## src/rtl/vst_pkg.sv

```systemverilog
package vst_pkg;

  typedef enum logic [1:0] {
    FORM_UOFF = 2'd0,
    FORM_POST = 2'd1,
    FORM_PRE  = 2'd2,
    FORM_BAD  = 2'd3
  } form_e;

  typedef enum logic [1:0] {
    ST_IDLE = 2'd0,
    ST_REQ  = 2'd1,
    ST_WB   = 2'd2,
    ST_ERR  = 2'd3
  } state_e;

  typedef struct packed {
    form_e      form;
    logic       undef;
    logic       wback;
    logic [2:0] scale;
    logic [4:0] rn;
  } dec_t;

  localparam logic [4:0] SP_REG_NUM = 5'd31;

endpackage

```

## src/rtl/vst_decode.sv

```systemverilog
module vst_decode
  import vst_pkg::*;
#(
  parameter int XLEN = 64
) (
  input  logic [31:0]     instr,
  output dec_t            dec,
  output logic [XLEN-1:0] offset
);
  localparam int IMM9_W  = 9;
  localparam int IMM12_W = 12;

  logic              sig_ok;
  logic              bad_size;
  logic [IMM9_W-1:0] imm9;
  logic [IMM12_W-1:0] imm12;

  assign imm9  = instr[20:12];
  assign imm12 = instr[21:10];

  always_comb begin
    sig_ok   = (instr[29:27] == 3'b111) && instr[26] && !instr[22];
    bad_size = instr[23] && (instr[31:30] != 2'b00);

    if (instr[25:24] == 2'b01) begin
      dec.form = FORM_UOFF;
    end else if (instr[25:24] == 2'b00 && !instr[21]) begin
      case (instr[11:10])
        2'b01:   dec.form = FORM_POST;
        2'b11:   dec.form = FORM_PRE;
        default: dec.form = FORM_BAD;
      endcase
    end else begin
      dec.form = FORM_BAD;
    end

    dec.scale = instr[23] ? 3'd4 : {1'b0, instr[31:30]};
    dec.undef = !sig_ok || bad_size || (dec.form == FORM_BAD);
    dec.wback = (dec.form == FORM_POST) || (dec.form == FORM_PRE);
    dec.rn    = instr[9:5];

    if (dec.form == FORM_UOFF) begin
      offset = XLEN'(imm12) << dec.scale;
    end else begin
      offset = {{(XLEN-IMM9_W){imm9[IMM9_W-1]}}, imm9};
    end
  end

endmodule

```

## src/rtl/vst_addr_gen.sv

```systemverilog
module vst_addr_gen
  import vst_pkg::*;
#(
  parameter int XLEN         = 64,
  parameter int SP_ALIGN_LOG2 = 4
) (
  input  logic [XLEN-1:0] gpr,
  input  logic [XLEN-1:0] sp,
  input  logic [4:0]      rn,
  input  form_e           form,
  input  logic [XLEN-1:0] offset,
  output logic [XLEN-1:0] acc_addr,
  output logic [XLEN-1:0] upd_addr,
  output logic            use_sp,
  output logic            sp_misalign
);
  logic [XLEN-1:0] base;
  logic [XLEN-1:0] sum;

  always_comb begin
    use_sp      = (rn == SP_REG_NUM);
    base        = use_sp ? sp : gpr;
    sum         = base + offset;
    acc_addr    = (form == FORM_POST) ? base : sum;
    upd_addr    = sum;
    sp_misalign = use_sp && (sp[SP_ALIGN_LOG2-1:0] != '0);
  end

endmodule

```

## src/rtl/vst_lane_mask.sv

```systemverilog
module vst_lane_mask #(
  parameter int VBYTES = 16
) (
  input  logic [2:0]                 scale,
  input  logic [VBYTES*8-1:0]        vdata,
  output logic [$clog2(VBYTES):0]    nbytes,
  output logic [VBYTES-1:0]          be,
  output logic [VBYTES*8-1:0]        data
);
  localparam int CNT_W = $clog2(VBYTES) + 1;

  assign nbytes = CNT_W'(1) << scale;

  for (genvar i = 0; i < VBYTES; i++) begin : g_lane
    assign be[i]          = (CNT_W'(i) < nbytes);
    assign data[i*8 +: 8] = be[i] ? vdata[i*8 +: 8] : 8'h00;
  end

endmodule

```

## src/rtl/vst_imm_agu.sv

```systemverilog
module vst_imm_agu
  import vst_pkg::*;
#(
  parameter int XLEN   = 64,
  parameter int VBYTES = 16
) (
  input  logic                     clk,
  input  logic                     rst_n,
  input  logic                     in_valid,
  output logic                     in_ready,
  input  logic [31:0]              in_instr,
  input  logic [XLEN-1:0]          in_gpr,
  input  logic [XLEN-1:0]          in_sp,
  input  logic [VBYTES*8-1:0]      in_vdata,
  output logic                     mem_valid,
  input  logic                     mem_ready,
  output logic [XLEN-1:0]          mem_addr,
  output logic [$clog2(VBYTES):0]  mem_nbytes,
  output logic [VBYTES-1:0]        mem_be,
  output logic [VBYTES*8-1:0]      mem_data,
  output logic                     mem_tag_chk,
  output logic                     wb_valid,
  output logic                     wb_to_sp,
  output logic [4:0]               wb_reg,
  output logic [XLEN-1:0]          wb_addr,
  output logic                     err_valid,
  output logic                     err_undef,
  output logic                     err_align
);
  localparam int VDATA_W = VBYTES * 8;
  localparam int CNT_W   = $clog2(VBYTES) + 1;

  state_e             state;
  dec_t               dec;
  logic [XLEN-1:0]    offset;
  logic [XLEN-1:0]    acc_addr;
  logic [XLEN-1:0]    upd_addr;
  logic               use_sp;
  logic               sp_misalign;
  logic [CNT_W-1:0]   lane_nbytes;
  logic [VBYTES-1:0]  lane_be;
  logic [VDATA_W-1:0] lane_data;
  logic               wback_q;
  logic               take;

  vst_decode #(.XLEN(XLEN)) u_decode (
    .instr  (in_instr),
    .dec    (dec),
    .offset (offset)
  );

  vst_addr_gen #(.XLEN(XLEN), .SP_ALIGN_LOG2(4)) u_addr (
    .gpr         (in_gpr),
    .sp          (in_sp),
    .rn          (dec.rn),
    .form        (dec.form),
    .offset      (offset),
    .acc_addr    (acc_addr),
    .upd_addr    (upd_addr),
    .use_sp      (use_sp),
    .sp_misalign (sp_misalign)
  );

  vst_lane_mask #(.VBYTES(VBYTES)) u_lanes (
    .scale  (dec.scale),
    .vdata  (in_vdata),
    .nbytes (lane_nbytes),
    .be     (lane_be),
    .data   (lane_data)
  );

  assign take      = in_valid && (state == ST_IDLE);
  assign in_ready  = (state == ST_IDLE);
  assign mem_valid = (state == ST_REQ);
  assign wb_valid  = (state == ST_WB);
  assign err_valid = (state == ST_ERR);

  always_ff @(posedge clk or negedge rst_n) begin
    if (!rst_n) begin
      state       <= ST_IDLE;
      mem_addr    <= '0;
      mem_nbytes  <= '0;
      mem_be      <= '0;
      mem_data    <= '0;
      mem_tag_chk <= 1'b0;
      wb_to_sp    <= 1'b0;
      wb_reg      <= '0;
      wb_addr     <= '0;
      wback_q     <= 1'b0;
      err_undef   <= 1'b0;
      err_align   <= 1'b0;
    end else begin
      case (state)
        ST_IDLE: begin
          if (take) begin
            mem_addr    <= acc_addr;
            mem_nbytes  <= lane_nbytes;
            mem_be      <= lane_be;
            mem_data    <= lane_data;
            mem_tag_chk <= dec.wback || !use_sp;
            wb_to_sp    <= use_sp;
            wb_reg      <= dec.rn;
            wb_addr     <= upd_addr;
            wback_q     <= dec.wback;
            err_undef   <= dec.undef;
            err_align   <= !dec.undef && sp_misalign;
            state       <= (dec.undef || sp_misalign) ? ST_ERR : ST_REQ;
          end
        end
        ST_REQ: begin
          if (mem_ready) begin
            state <= wback_q ? ST_WB : ST_IDLE;
          end
        end
        ST_WB:   state <= ST_IDLE;
        default: state <= ST_IDLE;
      endcase
    end
  end

endmodule

```

## config.mk

```make
export PLATFORM = sky130hd
export DESIGN_NAME = vst_imm_agu
export DESIGN_NICKNAME = d
export VERILOG_FILES = /design/src/rtl/vst_pkg.sv /design/src/rtl/vst_decode.sv /design/src/rtl/vst_addr_gen.sv /design/src/rtl/vst_lane_mask.sv /design/src/rtl/vst_imm_agu.sv
export SDC_FILE = /design/constraint.sdc
export NUM_CORES = 1
export LEC_CHECK = 0
export ABC_AREA = 1
export BUFFER_PORTS_ARGS = -buffer_cell sky130_fd_sc_hd__buf_4
export CAP_MARGIN = 20
export CORE_MARGIN = 3
export CORE_UTILIZATION = 35
export CTS_CLUSTER_DIAMETER = 100
export DETAILED_ROUTE_END_ITERATION = 6
export PLACE_DENSITY_LB_ADDON = 0.08
export SLEW_MARGIN = 20
export SYNTH_ARGS = -nofsm -noshare
export SYNTH_HDL_FRONTEND = slang
export SYNTH_SLANG_ARGS = --single-unit
```

## constraint.sdc

```tcl
create_clock -name clk -period 2.65 [get_ports clk]
set_input_delay 0.795 -clock clk [delete_from_list [all_inputs] [get_ports clk]]
set_output_delay 0.795 -clock clk [all_outputs]
set_load 0.05 [all_outputs]
```

==> results.json, run 1 <==
{
  "syn_nets": 3298,
  "yosys.area.top_type_share_pct": 37.6,
  "cp.required_ns": 3.09,
  "grt_pass1_wl_um": 130000,
  "fin_worst_skew_ns": 0.0210,
  "route.detailed.drc": 0,
  "cts_tree": "built",
  "coreArea_um2": 54000,
  "dpl_cell_area_um2": 26500,
  "yosys-top-cells-count": "nand2_1 (1367), inv_1 (433), dfrtp_1 (288), nand3_1 (193), nor2_1 (132)",
  "drt_first_pass_iters": 5,
  "pin_count": 582,
  "fp-row-count": 85,
  "antenna_found_initial": 1,
  "synth_ff_type": "dfrtp_1",
  "grt_overflow": 0,
  "synth-edff-count": 0,
  "yosys.area.top_type": "dfrtp_1",
  "clockPowerShare_pct": 14.6,
  "h-tree-depth": 2,
  "finalSetupViolCount": 117,
  "first_global_vias": 21400,
  "cts-root-buf": "clkbuf_16",
  "routed_via_density": 4.82,
  "port_buffers": 576,
  "critPathCaptureType": "register",
  "ys_types": 53,
  "fin_util_pct": 59.7,
  "power.density_nw_per_um2": 1070,
  "fin_crit_ns": 3.07,
  "internal_power_mw": 16.3,
  "reg_top3": "mem_data x128, mem_addr x64, wb_addr x64",
  "vdd_drop_max_v": 0.000842,
  "synth_most_common_cell": "nand2_1",
  "antennaDiodeCount": 0,
  "syn-instance-count": 2940,
  "hold_class": "input port to asynchronous set/reset pin",
  "largest_reg_flops": 128,
  "worstPathMaxFanout": 4,
  "clk_path_buf_depth": 3,
  "combPwrFrac_pct": 62.7,
  "worst_pin_slew_ns": 0.685,
  "leakage_nw": 17.9,
  "final.setup.worst_slack_ns": -0.417,
  "routedWlPerCell_um": 19.6,
  "fmax_mhz": 326,
  "final_nets": 4194,
  "start_util_pct": 35.5,
  "die_h_um": 240,
  "stdcell_area_um2": 32300,
  "drt-initial-drc-count": 1384,
  "rsz0062_at_grt": "yes",
  "relSlewSlack_pct": 54.3,
  "cap_violations": 0,
  "p_sw_share_pct": 52.7,
  "areaGrowthSynthToFinish_pct": 68.4,
  "dp_hpwl_um": 68100,
  "violations": "negative setup slack",
  "syn-mean-instance-area_um2": 6.52,
  "layout-drive-gt1-share_pct": 42.4,
  "p_switching_mw": 18.1,
  "post-route-period-util_pct": 116,
  "ys_seq_elements": 288,
  "slew_violations": 0,
  "synth_area_um2": 19200,
  "cts_made_buffers": 36,
  "arrival_ns": 3.50,
  "insertion_delay_ns": 0.56,
  "die_area_um2": 57600,
  "ant_nets": 0,
  "cts.sink_count": 288,
  "status": "finished with violations",
  "clk_pin_slew_ns": 0.06,
  "ys_async_sr_fraction_pct": 100,
  "hold_violations": 0,
  "routabilityCongestion": 0.974,
  "hold_slack_ns": 0.237,
  "pwr-share-seq_pct": 22.8,
  "grtUsageTotal_pct": 29.6,
  "ff2ff_setup_slack_ns": 0.56,
  "start_kind": "input port",
  "tns_ns": -30.45,
  "largest-register": "mem_data",
  "yosysWarnings": 0,
  "worst-setup-path-type": "input port to register",
  "wl_um": 89400,
  "ys_seq_area_share_pct": 37.6,
  "vias": 21900,
  "die_w_um": 240,
  "finalPower_mw": 34.4,
  "grt_max_degree": 69,
  "synthTopCellsByArea": "dfrtp_1 (38%), nand2_1 (27%), inv_1 (8.5%)"
}
==> kinds of logic (layout without fill, tap and decap cells) <==
logic type                 Yosys count  after routing  synth area share, %
AOI/OAI and AO/OA                  230            230                 6.87
xor gates and xnor gates            31             31                 1.50
adders and majority gates           66             66                 4.35
buffers and inverters              550           1463                 12.0
DFF                                288            288                 37.6
muxes                               10             10                0.523
and+or+nand+nor                   1765           1766                 37.1
==> metal layers <==
layer	GRT usage, %	part of all wire (%)	vias to the layer above
met3	4.89	6.0	113
li1	-	-	10800
met2	52.8	50	646
met4	6.30	2.6	2
met5	0	0.015	-
met1	37.9	42	10400
==> power groups by stage <==
stage | combinational, mW | clock, mW | sequential [mW]
2_1_floorplan | 6.04 | 0 | 14.7
3_3_place_gp | 19.9 | 0 | 7.79
3_5_place_dp | 20.0 | 0 | 7.85
4_1_cts | 21.2 | 5.13 | 7.81
5_1_grt | 22.9 | 5.34 | 8.05
6_report | 21.6 | 5.02 | 7.83
==> timing repair <==
item	in CTS	in global routing
endpoints found under the setup margin	122	122
buffers inserted	51	28
hold buffers	0	0
gates cloned	9	3
pin swaps	129	112
gates resized for setup	587	234
==> layout make-up <==
cell class                      count  area [um2]
Fill cell                        5031       21800
Multi-Input combinational cell   2103       13200
Timing Repair Buffer              958        8130
Sequential cell                   288        7210
Inverter                          449        1740
Clock buffer                       48        1010
Tap cell                          696         871
Clock inverter                      8         159
==> metrics by stage <==
stage / setup slack [ns] / instances
3_3_place_gp: -1.65 / 4417
4_1_cts: -0.347 / 4522
3_5_place_dp: -1.53 / 4417
5_1_grt: -0.528 / 4550
2_1_floorplan: -0.467 / 2940
6_report: -0.417 / 4550
==> layout by cell type, fill, tap and decap left out, types with 7 or more instances in the layout <==
cell	count
nand3_4	16
o21ai_1	39
a22o_1	8
o21ai_0	61
a21oi_1	13
nor2_4	40
o211ai_1	17
nor2_1	71
nand2_4	65
nand2_1	1126
a31oi_1	9
nor2_2	36
nand3_2	38
buf_6	57
a21oi_2	26
xnor2_2	7
nand2_2	186
xnor2_4	17
a21oi_4	14
buf_16	7
inv_1	391
nor3_4	9
dfrtp_1	288
inv_2	46
o21ai_2	15
buf_12	35
buf_4	849
nand3_1	146
nand2_8	9
clkbuf_16	38
ha_4	58
==> worst max-delay path: stages <==
cell	delay, ns
buf_8	0.08
nand3_4	0.07
nor2_4	0.20
buf_12	0.18
mux2i_4	0.28
buf_6	0.14
clkinvlp_4	0.14
ha_4	0.35
nand2_4	0.07
buf_6	0.12
nor2_4	0.14
nand2_2	0.09
inv_2	0.06
nand2_2	0.06
nand2_4	0.08
nand2_4	0.07
nand2_8	0.11
xor2_4	0.24
nand2_1	0.10
nand3_2	0.07
nand2_1	0.05
==> final timing paths <==
path | endpoint | cells past startpoint | from
max | mem_addr[31] | 21 | in_instr[9]
min | mem_data[73] | 1 | rst_n
max reg2reg | mem_data[45] | 7 | state[1]
min reg2reg | wb_reg[4] | 2 | wb_reg[4]
max in group asynchronous | mem_data[121] | 2 | rst_n
min in group clk | mem_data[4] | 3 | in_vdata[4]
Note: power is estimated with default switching activity, not from simulation.
==> run 2: changes to the inputs <==
--- a/config.mk
+++ b/config.mk
@@ -16,4 +16,5 @@
 export SLEW_MARGIN = 20
 export SYNTH_ARGS = -nofsm -noshare
 export SYNTH_HDL_FRONTEND = slang
+export SYNTH_HIERARCHICAL = 1
 export SYNTH_SLANG_ARGS = --single-unit
==> results.json, run 2 <==
{
  "status": "finished with violations",
  "violations": "negative setup slack",
  "power.density_nw_per_um2": 967,
  "reg_top3": "mem_data x128, mem_addr x64, wb_addr x64",
  "yosys-top-cells-count": "nand2_1 (1838), inv_1 (514), dfrtp_1 (289), nor2_1 (222), nand3_1 (111)",
  "cts.sink_count": 289,
  "arrival_ns": 3.77,
  "post-route-period-util_pct": 125,
  "worst_pin_slew_ns": 0.565,
  "synthTopCellsByArea": "dfrtp_1 (34%), nand2_1 (33%), inv_1 (9.2%)",
  "final_nets": 4647,
  "final-instance-count-excl-fill": 5080,
  "routedWlPerCell_um": 17.0,
  "routed_via_density": 4.53,
  "synth_most_common_cell": "nand2_1",
  "fin_crit_ns": 3.31,
  "dp_cells": 4980,
  "reg2reg_to": "mem_data[8]",
  "slew_violations": 0,
  "largest-register": "mem_data",
  "final.setup.worst_slack_ns": -0.657,
  "finalSetupViolCount": 122,
  "yosysWarnings": 6,
  "wl_um": 86600,
  "ant_nets": 0,
  "vdd_drop_max_v": 0.000643,
  "clk_path_buf_depth": 3,
  "hold_violations": 0,
  "fin_worst_skew_ns": 0.0226,
  "hold_class": "input port to asynchronous set/reset pin",
  "multi_input_area_um2": 13300,
  "first_global_vias": 21800,
  "drt_first_pass_iters": 5,
  "die_w_um": 251,
  "largest_reg_flops": 128,
  "final_common_cell": "nand2_1",
  "use_met1_pct": 34.5,
  "drt-initial-drc-count": 1416,
  "syn-mean-instance-area_um2": 6.09,
  "insertion_delay_ns": 0.57,
  "pin_count": 582,
  "die_area_um2": 63100,
  "fp-row-count": 89,
  "fmax_mhz": 302,
  "ff2ff_setup_slack_ns": 0.65,
  "port_buffers": 576,
  "route.detailed.drc": 0,
  "ys_seq_area_share_pct": 34.4,
  "cp.required_ns": 3.11,
  "grt_use_met2_pct": 44.8,
  "cap_violations": 0,
  "coreArea_um2": 59200,
  "cts_tree": "built",
  "yosys.area.top_type": "dfrtp_1",
  "critPathCaptureType": "register",
  "antenna_found_initial": 0,
  "fillers": 5933,
  "ys_types": 42,
  "areaGrowthSynthToFinish_pct": 54.4,
  "ys_seq_elements": 289,
  "dp_hpwl_um": 66700,
  "die_h_um": 251,
  "start_kind": "input port",
  "syn_nets": 3818,
  "start_util_pct": 35.5,
  "grt_pass1_wl_um": 130000,
  "rr_worst_depth": 6,
  "clk_pin_slew_ns": 0.06,
  "synth_area_um2": 21000,
  "rsz0062_at_grt": "yes",
  "hold_slack_ns": 0.162,
  "grt_util_met3_pct": 4.77,
  "grt_overflow": 0,
  "leakage_nw": 19.3,
  "syn-instance-count": 3452,
  "cts_made_buffers": 37,
  "r2r-start": "state[0]",
  "relSlewSlack_pct": 61.9,
  "cts-root-buf": "clkbuf_16",
  "synth_ff_type": "dfrtp_1",
  "h-tree-depth": 2,
  "routabilityCongestion": 0.939,
  "synth-edff-count": 0,
  "grt_max_degree": 105,
  "grtUsageTotal_pct": 26.4,
  "grt.busiest_layer": "met2",
  "layout-drive-gt1-share_pct": 34.5,
  "tns_ns": -64.42,
  "yosys.area.top_type_share_pct": 34.4,
  "ys_async_sr_fraction_pct": 100,
  "vias": 23000,
  "final_cell_mix": "nand2_1 (1665), buf_4 (874), inv_1 (490), dfrtp_1 (289), nor2_1 (165)",
  "regArea_um2": 7230,
  "antennaDiodeCount": 0,
  "worst-setup-path-type": "input port to register",
  "worstPathMaxFanout": 7
}
[run 2: how the worst max path moves through the flow]
stage | startpoint | to | slack [ns] | depth (start not counted)
after floorplan | in_instr[24] | wb_addr[61] | -1.14 | 21
after global placement | in_instr[24] | wb_addr[53] | -1.90 | 22
after detailed placement | in_instr[24] | wb_addr[46] | -1.71 | 28
after CTS | in_instr[24] | mem_addr[30] | -0.55 | 26
after global routing | in_instr[21] | mem_addr[54] | -0.79 | 24
final | in_instr[21] | wb_addr[36] | -0.66 | 27
[run 2: layout make-up]
| type | instances | area share, % |
|---|---|---|
| repair inverters | 1 | 0.0270 |
| inverters | 523 | 6.13 |
| clock inverters | 11 | 0.497 |
| multi-input cells | 2482 | 41.0 |
| flip-flops and latches | 289 | 22.3 |
| repair buffers | 947 | 23.7 |
| clock buffers | 54 | 3.39 |
| well taps | 773 | 2.98 |
[run 2: worst max-delay path, cell delays in order]
cell and delay [ns]:
buf_8 0.10, nor3_4 0.24, nand3_2 0.11, nand2_2 0.11, ha_4 0.19, buf_12 0.15, inv_6 0.04, nor2_4 0.09
buf_6 0.15, nand3_4 0.09, o21ai_4 0.08, ha_4 0.24, buf_6 0.13, nand2_2 0.06, nand2_2 0.06, inv_2 0.07
nand2_4 0.06, nand3_2 0.05, nand3b_1 0.14, buf_6 0.18, nand2_4 0.06, nand2_4 0.07, nand2_4 0.09, nand3b_1 0.12
and2_4 0.17, nand2_2 0.05, nand2_1 0.05
[run 2: kinds of logic after synthesis]
kind of cell	Yosys count	synth area share, %
and+or+nand+nor	2294	43.5
DFF	289	34.4
xor gates and xnor gates	31	1.36
AOI/OAI and AO/OA	83	2.13
adders and majority gates	74	4.44
buffers and inverters	681	14.2
[run 2: what timing repair did]
item | CTS | global route
pin swaps | 84 | 150
endpoints found under the setup margin | 124 | 129
hold endpoints to repair | 0 | 0
hold buffers | 0 | 0
gates resized for setup | 254 | 341
cloned | 2 | 2
setup buffers | 33 | 20
[run 2: metrics by stage]
step                      power (mW)  instance area [um2]  utilization, %  worst slack [ns]
after CTS                       31.2                31000            52.3            -0.553
after floorplan                 18.7                21200               -             -1.14
after detailed placement        25.3                28300            47.7             -1.71
final                           31.4                32500            54.8            -0.657
after global placement          25.3                28300            47.7             -1.90
after global routing            33.1                32500            54.8            -0.786
[run 2: report_power, final]
part	internal [mW]	leakage, nW	switching [mW]	total, mW
clock	3.19	0.616	2.08	5.26
combinational	5.68	15.0	13.0	18.6
sequential	6.33	3.71	1.15	7.48
[run 2: per-layer routing]
layer / up-vias / part of all wire [%]
met2: 605 / 48
met4: 0 / 3.0
met1: 10500 / 43
li1: 11800 / -
met5: - / 0
met3: 108 / 5.7
